<file path="config.mk">
export PLATFORM = sky130hd
export DESIGN_NAME = addr_xlate
export DESIGN_NICKNAME = d
export VERILOG_FILES = /design/src/rtl/addr_xlate.sv
export SDC_FILE = /design/constraint.sdc
export NUM_CORES = 1
export LEC_CHECK = 0
export BUFFER_PORTS_ARGS = -buffer_cell sky130_fd_sc_hd__buf_2
export CORE_AREA = 2 2 248 250
export CTS_BUF_LIST = sky130_fd_sc_hd__clkbuf_16
export DETAILED_ROUTE_END_ITERATION = 10
export DIE_AREA = 0 0 250 252
export GPL_TIMING_DRIVEN = 0
export SYNTH_ARGS = -nofsm -noshare
export SYNTH_HDL_FRONTEND = slang
export SYNTH_SLANG_ARGS = --single-unit
</file>
<file path="constraint.sdc">
create_clock -name clk -period 7.15 [get_ports clk]
set_input_delay 0.715 -clock clk [delete_from_list [all_inputs] [get_ports clk]]
set_output_delay 0.715 -clock clk [all_outputs]
set_load 0.01 [all_outputs]
</file>
<file path="src/rtl/addr_xlate.sv">
module addr_xlate #(
  parameter int VA_W    = 32,
  parameter int PA_W    = 32,
  parameter int OFF_W   = 13,
  parameter int PTE_W   = 32,
  parameter int ENTRIES = 8
) (
  input  logic            clk,
  input  logic            rst_n,
  input  logic            flush,
  input  logic [PA_W-1:0] pt_base,
  input  logic            req_valid,
  output logic            req_ready,
  input  logic [VA_W-1:0] req_vaddr,
  output logic            rsp_valid,
  output logic [PA_W-1:0] rsp_paddr,
  output logic            rsp_fault,
  output logic            mem_req_valid,
  input  logic            mem_req_ready,
  output logic [PA_W-1:0] mem_req_addr,
  input  logic            mem_rsp_valid,
  input  logic [PTE_W-1:0] mem_rsp_data
);
  localparam int VPN_W = VA_W - OFF_W;
  localparam int PPN_W = PA_W - OFF_W;
  localparam int IDX_W = $clog2(ENTRIES);

  typedef enum logic [1:0] {S_IDLE, S_ASK, S_WAIT} st_t;
  st_t st;

  logic [ENTRIES-1:0] vld, match;
  logic [VPN_W-1:0]   tag [ENTRIES];
  logic [PPN_W-1:0]   ppn [ENTRIES];
  logic [IDX_W-1:0]   age [ENTRIES];
  logic [VPN_W-1:0]   pend_vpn;
  logic [OFF_W-1:0]   pend_off;
  logic [IDX_W-1:0]   hit_idx, victim, touch_idx;
  logic               hit, accept, in_wait, resident, install, touch_en;

  wire [VPN_W-1:0] req_vpn = req_vaddr[VA_W-1:OFF_W];

  assign req_ready     = (st == S_IDLE) && !flush;
  assign accept        = req_valid && req_ready;
  assign in_wait       = (st == S_WAIT);
  assign resident      = mem_rsp_data[PTE_W-1];
  assign install       = in_wait && mem_rsp_valid && resident && !flush;
  assign mem_req_valid = (st == S_ASK);
  assign mem_req_addr  = pt_base + (PA_W'(pend_vpn) << 2);

  for (genvar g = 0; g < ENTRIES; g++) begin : g_cmp
    assign match[g] = vld[g] && (tag[g] == req_vpn);
  end
  assign hit = |match;

  always_comb begin
    hit_idx = '0;
    for (int i = 0; i < ENTRIES; i++)
      if (match[i]) hit_idx = IDX_W'(i);
  end

  always_comb begin
    victim = '0;
    for (int i = 0; i < ENTRIES; i++)
      if (age[i] == IDX_W'(ENTRIES - 1)) victim = IDX_W'(i);
    for (int i = ENTRIES - 1; i >= 0; i--)
      if (!vld[i]) victim = IDX_W'(i);
  end

  assign touch_en  = (accept && hit) || install;
  assign touch_idx = install ? victim : hit_idx;

  always_ff @(posedge clk) begin
    if (!rst_n) begin
      vld <= '0;
      for (int i = 0; i < ENTRIES; i++) begin
        age[i] <= IDX_W'(i);
        tag[i] <= '0;
        ppn[i] <= '0;
      end
    end else begin
      if (touch_en)
        for (int i = 0; i < ENTRIES; i++) begin
          if (IDX_W'(i) == touch_idx) age[i] <= '0;
          else if (age[i] < age[touch_idx]) age[i] <= IDX_W'(age[i] + 1'b1);
        end
      if (flush) vld <= '0;
      else if (install) begin
        vld[victim] <= 1'b1;
        tag[victim] <= pend_vpn;
        ppn[victim] <= mem_rsp_data[PPN_W-1:0];
      end
    end
  end

  always_ff @(posedge clk) begin
    if (!rst_n) begin
      st        <= S_IDLE;
      rsp_valid <= 1'b0;
      rsp_paddr <= '0;
      rsp_fault <= 1'b0;
      pend_vpn  <= '0;
      pend_off  <= '0;
    end else begin
      rsp_valid <= 1'b0;
      case (st)
        S_IDLE:
          if (accept) begin
            if (hit) begin
              rsp_valid <= 1'b1;
              rsp_fault <= 1'b0;
              rsp_paddr <= {ppn[hit_idx], req_vaddr[OFF_W-1:0]};
            end else begin
              pend_vpn <= req_vpn;
              pend_off <= req_vaddr[OFF_W-1:0];
              st       <= S_ASK;
            end
          end
        S_ASK:
          if (mem_req_ready) st <= S_WAIT;
        S_WAIT:
          if (mem_rsp_valid) begin
            rsp_valid <= 1'b1;
            st        <= S_IDLE;
            if (resident) begin
              rsp_fault <= 1'b0;
              rsp_paddr <= {mem_rsp_data[PPN_W-1:0], pend_off};
            end else begin
              rsp_fault <= 1'b1;
              rsp_paddr <= '0;
            end
          end
        default: st <= S_IDLE;
      endcase
    end
  end
endmodule

</file>
# [After elaboration in Yosys (flattened, before gate mapping)]
# Memories as Yosys holds them, arrays and structs flattened.
# Index checks and enable logic that the tools add are counted.
[word_totals] register_bits=76 ramBits=328 in_bits=102 out_inout_bits=68 wordCells=247 memories=3
[classes] addsub=9 magnitude_cmp=10 n_eq_ne=29 muxes=143 n_bitwise=19 n_reduce_logical=27
[memory_table] name="ppn" depth=8 width=19 rd=1 rd_clocked_by_memory_dff=0 wr=8 line="33" text="logic [PPN_W-1:0] ppn [ENTRIES];"
[memory_table] name="tag" depth=8 width=19 rd=8 rd_clocked_by_memory_dff=0 wr=8 line="32" text="logic [VPN_W-1:0] tag [ENTRIES];"
[memory_table] name="age" depth=8 width=3 rd=9 rd_clocked_by_memory_dff=0 wr=8 line="34" text="logic [IDX_W-1:0] age [ENTRIES];"
[op_table] op="$eq A19 B19 Y1" n=8
[op_table] op="$mux W32" n=4
[op_table] op="$mux W3" n=38
[op_table] op="$mux W1" n=89
[op_table] op="$pmux W32 S2" n=1
[op_table] op="$mux W19" n=2
[op_table] op="$reduce_or A19 Y1" n=2
[op_table] op="$add A32 B21 Y32" n=1
[op_table] op="$add A3 B1 Y3 const B" n=8
[op_table] op="$lt A3 B3 Y1" n=8
[op_table] op="$eq A3 B3 Y1 const B" n=7
[op_table] op="$or A1 B1 Y1" n=16
[op_table] op="$logic_and A1 B1 Y1" n=15
[op_table] op="$eq A3 B3 Y1 const A" n=4
[op_table] op="$mux W2" n=5
[op_table] op="$ne A2 B2 Y1 const B" n=4
[op_table] op="$or A8 B8 Y8" n=1
[op_table] op="$reduce_and A4 Y1" n=2
[op_table] op="$reduce_or A8 Y1" n=1
[op_table] op="$eq A2 B3 Y1 const A" n=2
[op_table] op="$pmux W2 S3" n=1
[op_table] op="$lt A3 B4 Y1 const B" n=1
[op_table] op="$pmux W1 S2" n=2
[op_table] op="$demux W1 S3" n=1
[op_table] op="13 further kinds" n=14

# [Longest topological paths before layout]
# Gate-level depths: netlist of the first run.
# An unclocked memory read counts as a cell.
[logic_depth] word_depth=26 mapped_depth=19 depth_no_buf=18

# [Worst setup path before layout of the first run]
# Ideal clock, no wire load.
[synth_timing] kind="reg-to-reg" startpoint="mem age[2][0] (netlist name)" endpoint="mem ppn[3][0] (netlist name), enable pin" setup_time_ps=486 t_arrival_ps=4939 t_required_ps=6664 path_slack_ps=1725 path_stages_with_launch=12 n_path_buf=1 period_less_slack_ps=5425 cell_sequence="edfxtp_1 ha_1 ha_1 nand2b_1 a21oi_1 o21bai_1 a41oi_1 o221ai_1 clkbuf_1 nor2_1 inv_1 o21ai_0"
[synth_lines] element="from (decl)" line="34"
[synth_lines] element="to (decl)" line="33"

==> results of run 1 <==
[synthesized netlist by cell type, drive strengths merged (3+ instances only)]
| cell | count |
|---|---|
| xnor2 | 94 |
| and4 | 3 |
| a21o | 9 |
| nor3 | 15 |
| nand2 | 56 |
| a21boi | 6 |
| and3 | 83 |
| nand3 | 46 |
| a311oi | 14 |
| nor4 | 25 |
| buf | 45 |
| nand2b | 15 |
| xor2 | 83 |
| ha | 42 |
| a22oi | 4 |
| inv | 26 |
| nand4 | 26 |
| nor2b | 7 |
| a2111oi | 5 |
| a211oi | 5 |
| and2 | 235 |
| nor2 | 127 |
| a21oi | 29 |
| a41oi | 3 |
| a31oi | 7 |
| o31ai | 6 |
| o311ai | 3 |
| maj3 | 5 |
| o21ai | 37 |
| edfxtp | 328 |
| o21a | 4 |
| dfxtp | 76 |
| a211o | 10 |
| clkbuf | 67 |
| mux2i | 190 |
[power by group through the flow]
| stage | sequential, mW | clock [mW] | combinational (mW) |
|---|---|---|---|
| 2_1_floorplan | 2.71 | 0 | 0.269 |
| 3_3_place_gp | 2.74 | 0 | 0.418 |
| 3_5_place_dp | 2.74 | 0 | 0.440 |
| 4_1_cts | 2.69 | 2.16 | 0.442 |
| 5_1_grt | 2.69 | 2.25 | 0.479 |
| 6_report | 2.69 | 2.12 | 0.440 |
[cell type report]
type | instances | area (um2) | area share, %
Clock buffer | 43 | 1080 | 4.45
Tap cell | 782 | 978 | 4.05
Clock inverter | 37 | 244 | 1.01
Buffer | 112 | 533 | 2.20
Multi-Input combinational cell | 1236 | 9030 | 37.3
Antenna cell | 1 | 2.50 | 0.0103
Sequential cell | 404 | 11400 | 47.0
Inverter | 26 | 97.6 | 0.404
Timing Repair Buffer | 143 | 851 | 3.52
[layout by cell type, fill, tap and decap left out, drive strengths merged, types with 42 or more instances in the layout]
cell type / synthesis / layout
mux2i: 190 / 190
xnor2: 94 / 94
and3: 83 / 83
edfxtp: 328 / 328
and2: 235 / 235
xor2: 83 / 83
dfxtp: 76 / 76
nand2: 56 / 56
clkbuf: 67 / 110
nor2: 127 / 127
ha: 42 / 42
buf: 45 / 188
nand3: 46 / 46
[worst max-delay path: cells and delay by family, from the launching register on]
kind	cells	cell delay (ns)
compound gates	8	2.31
fa+ha+maj	3	0.85
simple gates	5	1.53
flops	1	0.48
[final timing paths]
kind / from / slack, ns / cells past startpoint / end
max reg2reg: age[6][0]$_SDFFCE_PN0P_ / 1.60 / 16 / age[0][2]$_SDFFCE_PN0P_
max: age[6][0]$_SDFFCE_PN0P_ / 1.60 / 16 / age[0][2]$_SDFFCE_PN0P_
min reg2reg: rsp_paddr[28]$_SDFFE_PN0P_ / 0.49 / 2 / rsp_paddr[28]$_SDFFE_PN0P_
min: req_vaddr[5] / 0.40 / 3 / pend_off[5]$_SDFFE_PN0P_
[kinds of logic after synthesis]
logic type / count (synthesis) / synth area share [%]
flops: 404 / 54.2
xor+xnor: 177 / 7.39
fa+ha+maj: 48 / 2.86
simple gates: 652 / 17.2
buf+inv: 138 / 3.01
mux: 193 / 9.28
compound gates: 166 / 6.06
[sequential cells by signal, indices dropped and copies added, names as in the netlist]
name	count
vld	8
pend_off	13
st	2
rsp_valid	1
pend_vpn	19
rsp_paddr	32
tag	152
rsp_fault	1
ppn	152
age	24
[through the flow]
step,TNS (ns),std cells,hold WS [ns]
5_1_grt,0,2784,0.415
3_3_place_gp,-74.28,2695,0.468
2_1_floorplan,0,1778,0.460
6_report,0,2784,0.400
4_1_cts,0,2783,0.372
3_5_place_dp,0,2703,0.479
[per-layer routing]
layer	vias up	wire (um)	global-route usage [%]
met4	2	1690	5.78
met3	106	4140	3.14
li1	6792	-	-
met5	-	13	0
met1	7268	26100	25.1
met2	536	29400	32.2
==> results.ini, run 1 <==
[critical_path]
cp-end-kind = flip-flop
crit_type = reg -> reg
critical_path_arrival_ns = 5.76
worst_path_largest_cell_delay_ns = 0.76
critical-path-slowest-cell = sky130_fd_sc_hd__o22ai_1
critPathMostFrequentCell = sky130_fd_sc_hd__ha_1
timing.critical_path.cells = ha_1 -> ha_1 -> nor4bb_1 -> o31ai_1 -> nand3_1 -> a31oi_1 -> nor2_1 -> a31oi_2 -> nor2_1 -> a221oi_1 -> nor3_1 -> a21oi_1 -> o22ai_1 -> ha_1 -> a21boi_1 -> o311ai_0
largest_driver_fanout_on_the_critical_path = 8
timing.critical_path.from_type = flip-flop
timing.critical_path.required_ns = 7.36

[grt]
largest_net_degree_at_the_start_of_global_routing = 32
grt_first_pass_wirelength_mm = 90.3
globalRouteOverflowTotal = 0
grt_pass1_vias = 14400
antenna_violations_before_repair = 5
grt.total_usage_pct = 19.1

[die]
dieArea_mm2 = 0.0630
ios = 170
die_h_um = 252
floorplan.initialDensity_pct = 34.9
core.rowCount = 90
placeableCoreArea_mm2 = 0.0601
die_width_um = 250

[synth]
syn-num-nets = 1923
async_flop_share_pct = 0
netlist.area_leader.share_pct = 46.9
yosys.cell_types.count = 86
syn-cell-area_mm2 = 0.0210
synth_edf_count = 328
count_of_mapped_cells_out_of_synthesis = 1778
post_synth.cell_area_avg_um2 = 11.8
yosysWarnings = 0
ys_ff_latch = 404
yosysTopAreaCell = sky130_fd_sc_hd__edfxtp_1
synth_seq_area_share_pct = 54.2
postSynth.topFlopCell = sky130_fd_sc_hd__edfxtp_1
synth_area_leaders = sky130_fd_sc_hd__edfxtp_1 47%, sky130_fd_sc_hd__mux2i_1 9.1%, sky130_fd_sc_hd__dfxtp_1 7.3%

[cts]
clk_pin_slew_ns = 0.06
cts-hold-fix-buffers = 0
clock_path_buffers = 3
cts_max_level = 2
cts_root_buffer = sky130_fd_sc_hd__clkbuf_16
postCtsResizedCells = 0
clock_network_latency_to_the_later_pin_of_the_worst_skew_pair_ns = 0.59
cts_inserted_buffers = 43
tritoncts = built
post_cts.repair.setup_buffers = 0
numClockSinks = 404

[layout]
num-nets-final = 2111
finish.utilization_pct = 40.2
ratio_of_cells_with_drive_above_1_in_the_final_layout_pct = 13.8
fillers = 5803
syn2layout_area_growth_pct = 15.2
finalInstanceArea_mm2 = 0.0242

[detailed_routing]
drt_first_pass_iters = 5
wl_per_cell_um = 22.0
drt_drc_violations_left = 0
routed-via-count = 14700
detail-route-antenna-nets = 0
total_routed_wirelength_mm = 61.4
mean_number_of_vias_per_cell = 5.28
detail_route.iter0.violations = 1216

[placement]
placed_cell_area_mm2 = 0.0229
globalplace.congestion = 0.906
port_buffer_cells = 135
dp_hpwl_mm = 42.1
placement.setup.worst_slack_ns = 1.19

[job]
max_cap_viols = 0

[timing]
setup_slack_ns = 1.60
fmax_ghz = 0.180
rsz0062_at_grt = false
skew_ns = 0.0234
final_max_slew_viol_count = 0
timing.final.crit_period_ns = 5.55
tightest_slew_ns = 1.16
worst_slew_margin_rel_pct = 22.5
hold_violations = 0
setup_viol = 0
finalCritPeriodShare_pct = 77.7

[power_and_ir_drop]
power.static_leakage_nw = 9.45
powerDensity_mw_per_mm2 = 217
power_switching_mw = 1.28
fin_total_pwr_mw = 5.25
share_comb_of_total_power_pct = 8.4
switching_share_pct = 24.5
cell_internal_pwr_mw = 3.96
sequentialPowerShare_pct = 51.2
power.clock.fraction_pct = 40.4
irDropWorstVdd_mv = 0.136

[hold_path]
min_path_type = in -> reg

[outcome]
outcome = finished, final reports clean

Note: power is estimated with default switching activity, not from simulation.
==> inputs of run 2 (changes only) <==
==> constraint.sdc (replaced) <==
create_clock -name clk -period 4.6 [get_ports clk]
set_input_delay 0.46 -clock clk [delete_from_list [all_inputs] [get_ports clk]]
set_output_delay 0.46 -clock clk [all_outputs]
set_load 0.01 [all_outputs]
==> run 2 against run 1 <==
  * Clock skew fell by 0.0092 ns
  * Sequential power rose by 55%
  * Sequential share of layout area is 0.44 points lower
  * Maximum frequency increased by 27%
  * Worst setup slack worse by 1.4 ns
  * First-iteration DRC count grew 10%
  * Non-clock buffer count is 12 higher
  * Cell area rose by 1.0%
  * Count of clock-buffer cells in the layout rose by 2
  * Hold slack worse by 0.24 ns
  * Largest cell class unchanged
==> results.ini, run 2 (synthesis gave the netlist of run 1 again) <==
[die]
placeableCoreArea_mm2 = 0.0601
core.rowCount = 90
ios = 170
die_width_um = 250
die_h_um = 252
dieArea_mm2 = 0.0630
floorplan.initialDensity_pct = 34.9

[timing]
tightest_slew_ns = 1.09
skew_ns = 0.0142
finalCritPeriodShare_pct = 95.4
setup_viol = 0
fin_setup_tns_ns = 0
final_max_slew_viol_count = 0
timing.final.crit_period_ns = 4.39
fmax_ghz = 0.228
setup_slack_ns = 0.212
worst_slew_margin_rel_pct = 27.0
hold_violations = 0

[layout]
num-nets-final = 2123
final_common_cell = sky130_fd_sc_hd__edfxtp_1
fillers = 5769
multi_input_area_mm2 = 0.00922
ratio_of_cells_with_drive_above_1_in_the_final_layout_pct = 15.9
post_layout_nonfiller_instances = 2794
area.sequential_mm2 = 0.0114
syn2layout_area_growth_pct = 16.4
reg.largest.list = ppn: 152 flops, tag: 152 flops, rsp_paddr: 32 flops
layout.cells.most_common_list = 328 x sky130_fd_sc_hd__edfxtp_1, 235 x sky130_fd_sc_hd__and2_1, 189 x sky130_fd_sc_hd__mux2i_1

[detailed_routing]
routed-via-count = 14700
detail-route-antenna-nets = 0
detailroute.wirelength.met3_mm = 4.28
detail_route.iter0.violations = 1337
dr_wl_met2_mm = 29.9
wl_per_cell_um = 22.1
drt_drc_violations_left = 0
drt_first_pass_iters = 6
total_routed_wirelength_mm = 61.6
route.layer.met1.wl_mm = 26.1
mean_number_of_vias_per_cell = 5.26
dr.max_layer_used = met5

[critical_path]
crit_type = reg -> reg
worst_path_largest_cell_delay_ns = 0.49
critPathMostFrequentCell = sky130_fd_sc_hd__ha_1
critical-path-slowest-cell = sky130_fd_sc_hd__edfxtp_1
rr_startpoint = age[2][0]$_SDFFCE_PN0P_
timing.critical_path.from_type = flip-flop
cp-end-kind = flip-flop
timing.critical_path.required_ns = 4.87
timing.critical_path.cells = ha_1 -> ha_1 -> nand2b_1 -> a21oi_1 -> o21bai_1 -> a41oi_2 -> o221ai_4 -> a22oi_2 -> buf_6 -> mux2i_2 -> a221oi_2 -> nor3_1 -> a21oi_2 -> o22ai_4 -> buf_4 -> ha_1 -> a2111oi_4 -> a211o_1
largest_driver_fanout_on_the_critical_path = 10
crit_path_start = age[2][0]$_SDFFCE_PN0P_
critical_path_arrival_ns = 4.66

[placement]
place_inst = 2703
dp_hpwl_mm = 42.1
port_buffer_cells = 135
globalplace.congestion = 0.920
placement.setup.worst_slack_ns = -1.31

[hold_path]
min_path_type = in -> reg
holdCritStartpoint = req_vaddr[6]

[grt]
grt.total_usage_pct = 19.3
antenna_violations_before_repair = 4
grt_pass1_vias = 14500
largest_net_degree_at_the_start_of_global_routing = 29
grt_first_pass_wirelength_mm = 91.8
globalRouteOverflowTotal = 0

[cts]
cts-hold-fix-buffers = 0
cts_inserted_buffers = 43
clock_network_latency_to_the_later_pin_of_the_worst_skew_pair_ns = 0.57
numClockSinks = 404
clock_path_buffers = 3
cts_root_buffer = sky130_fd_sc_hd__clkbuf_16
tritoncts = built
cts_max_level = 2
clk_pin_slew_ns = 0.06

[outcome]
outcome = finished, final reports clean

[job]
max_cap_viols = 0

[power_and_ir_drop]
fin_total_pwr_mw = 8.09
irDropWorstVdd_mv = 0.215
power.static_leakage_nw = 9.53
powerDensity_mw_per_mm2 = 331

run 2: power breakdown:
part / switching [mW] / leakage [nW] / internal [mW] / total, mW
Clock: 1.46 / 0.678 / 1.76 / 3.22
Combinational: 0.433 / 5.00 / 0.269 / 0.702
Sequential: 0.0919 / 3.85 / 4.08 / 4.17
Total: 1.98 / 9.53 / 6.11 / 8.09
run 2: metrics by stage:
stage                     instance area [um2]  util (%)  hold WS [ns]
after detailed placement                22900      38.0         0.481
after floorplan                         21000         -         0.460
after global routing                    24400      40.6         0.149
after global placement                  22600      37.6         0.472
after CTS                               24200      40.3         0.132
final                                   24400      40.6         0.159
run 2: critical path: cells and delay by family (launching register included):
family | cells | cell delay (ns)
AO/OA/AOI/OAI | 10 | 2.12
adder cells (fa/ha/maj) | 3 | 0.80
buffers and inverters | 2 | 0.35
flip-flops | 1 | 0.49
multiplexers | 1 | 0.09
AND/OR/NAND/NOR | 2 | 0.26
run 2: final timing paths:
kind | depth (start not counted) | endpoint | slack (ns)
hold / removal | 3 | pend_off[6]$_SDFFE_PN0P_ | 0.16
setup / recovery | 18 | age[3][0]$_SDFFCE_PN1P_ | 0.21
hold reg to reg | 2 | rsp_paddr[0]$_SDFFE_PN0P_ | 0.49
setup reg to reg | 18 | age[3][0]$_SDFFCE_PN1P_ | 0.21
run 2: area by class of cell:
class	instances	share of cell area (%)
Sequential cell	404	46.6
Multi-Input combinational cell	1236	37.7
Timing Repair Buffer	155	3.88
Tap cell	782	4.00
Buffer	112	2.22
Antenna cell	1	0.0102
Clock inverter	33	0.584
Clock buffer	45	4.61
Inverter	26	0.399
run 2: per-layer routing:
| metal | global-route usage, % | vias up |
|---|---|---|
| li1 | - | 6812 |
| met1 | 25.7 | 7289 |
| met2 | 32.8 | 497 |
| met3 | 2.91 | 84 |
| met4 | 5.08 | 4 |
| met5 | 0 | - |
run 2: repair_timing:
item / CTS / global route
pin swaps: 2 / 8
setup buffers: 1 / 11
gates resized for setup: 20 / 30
setup endpoints to repair: 102 / 182
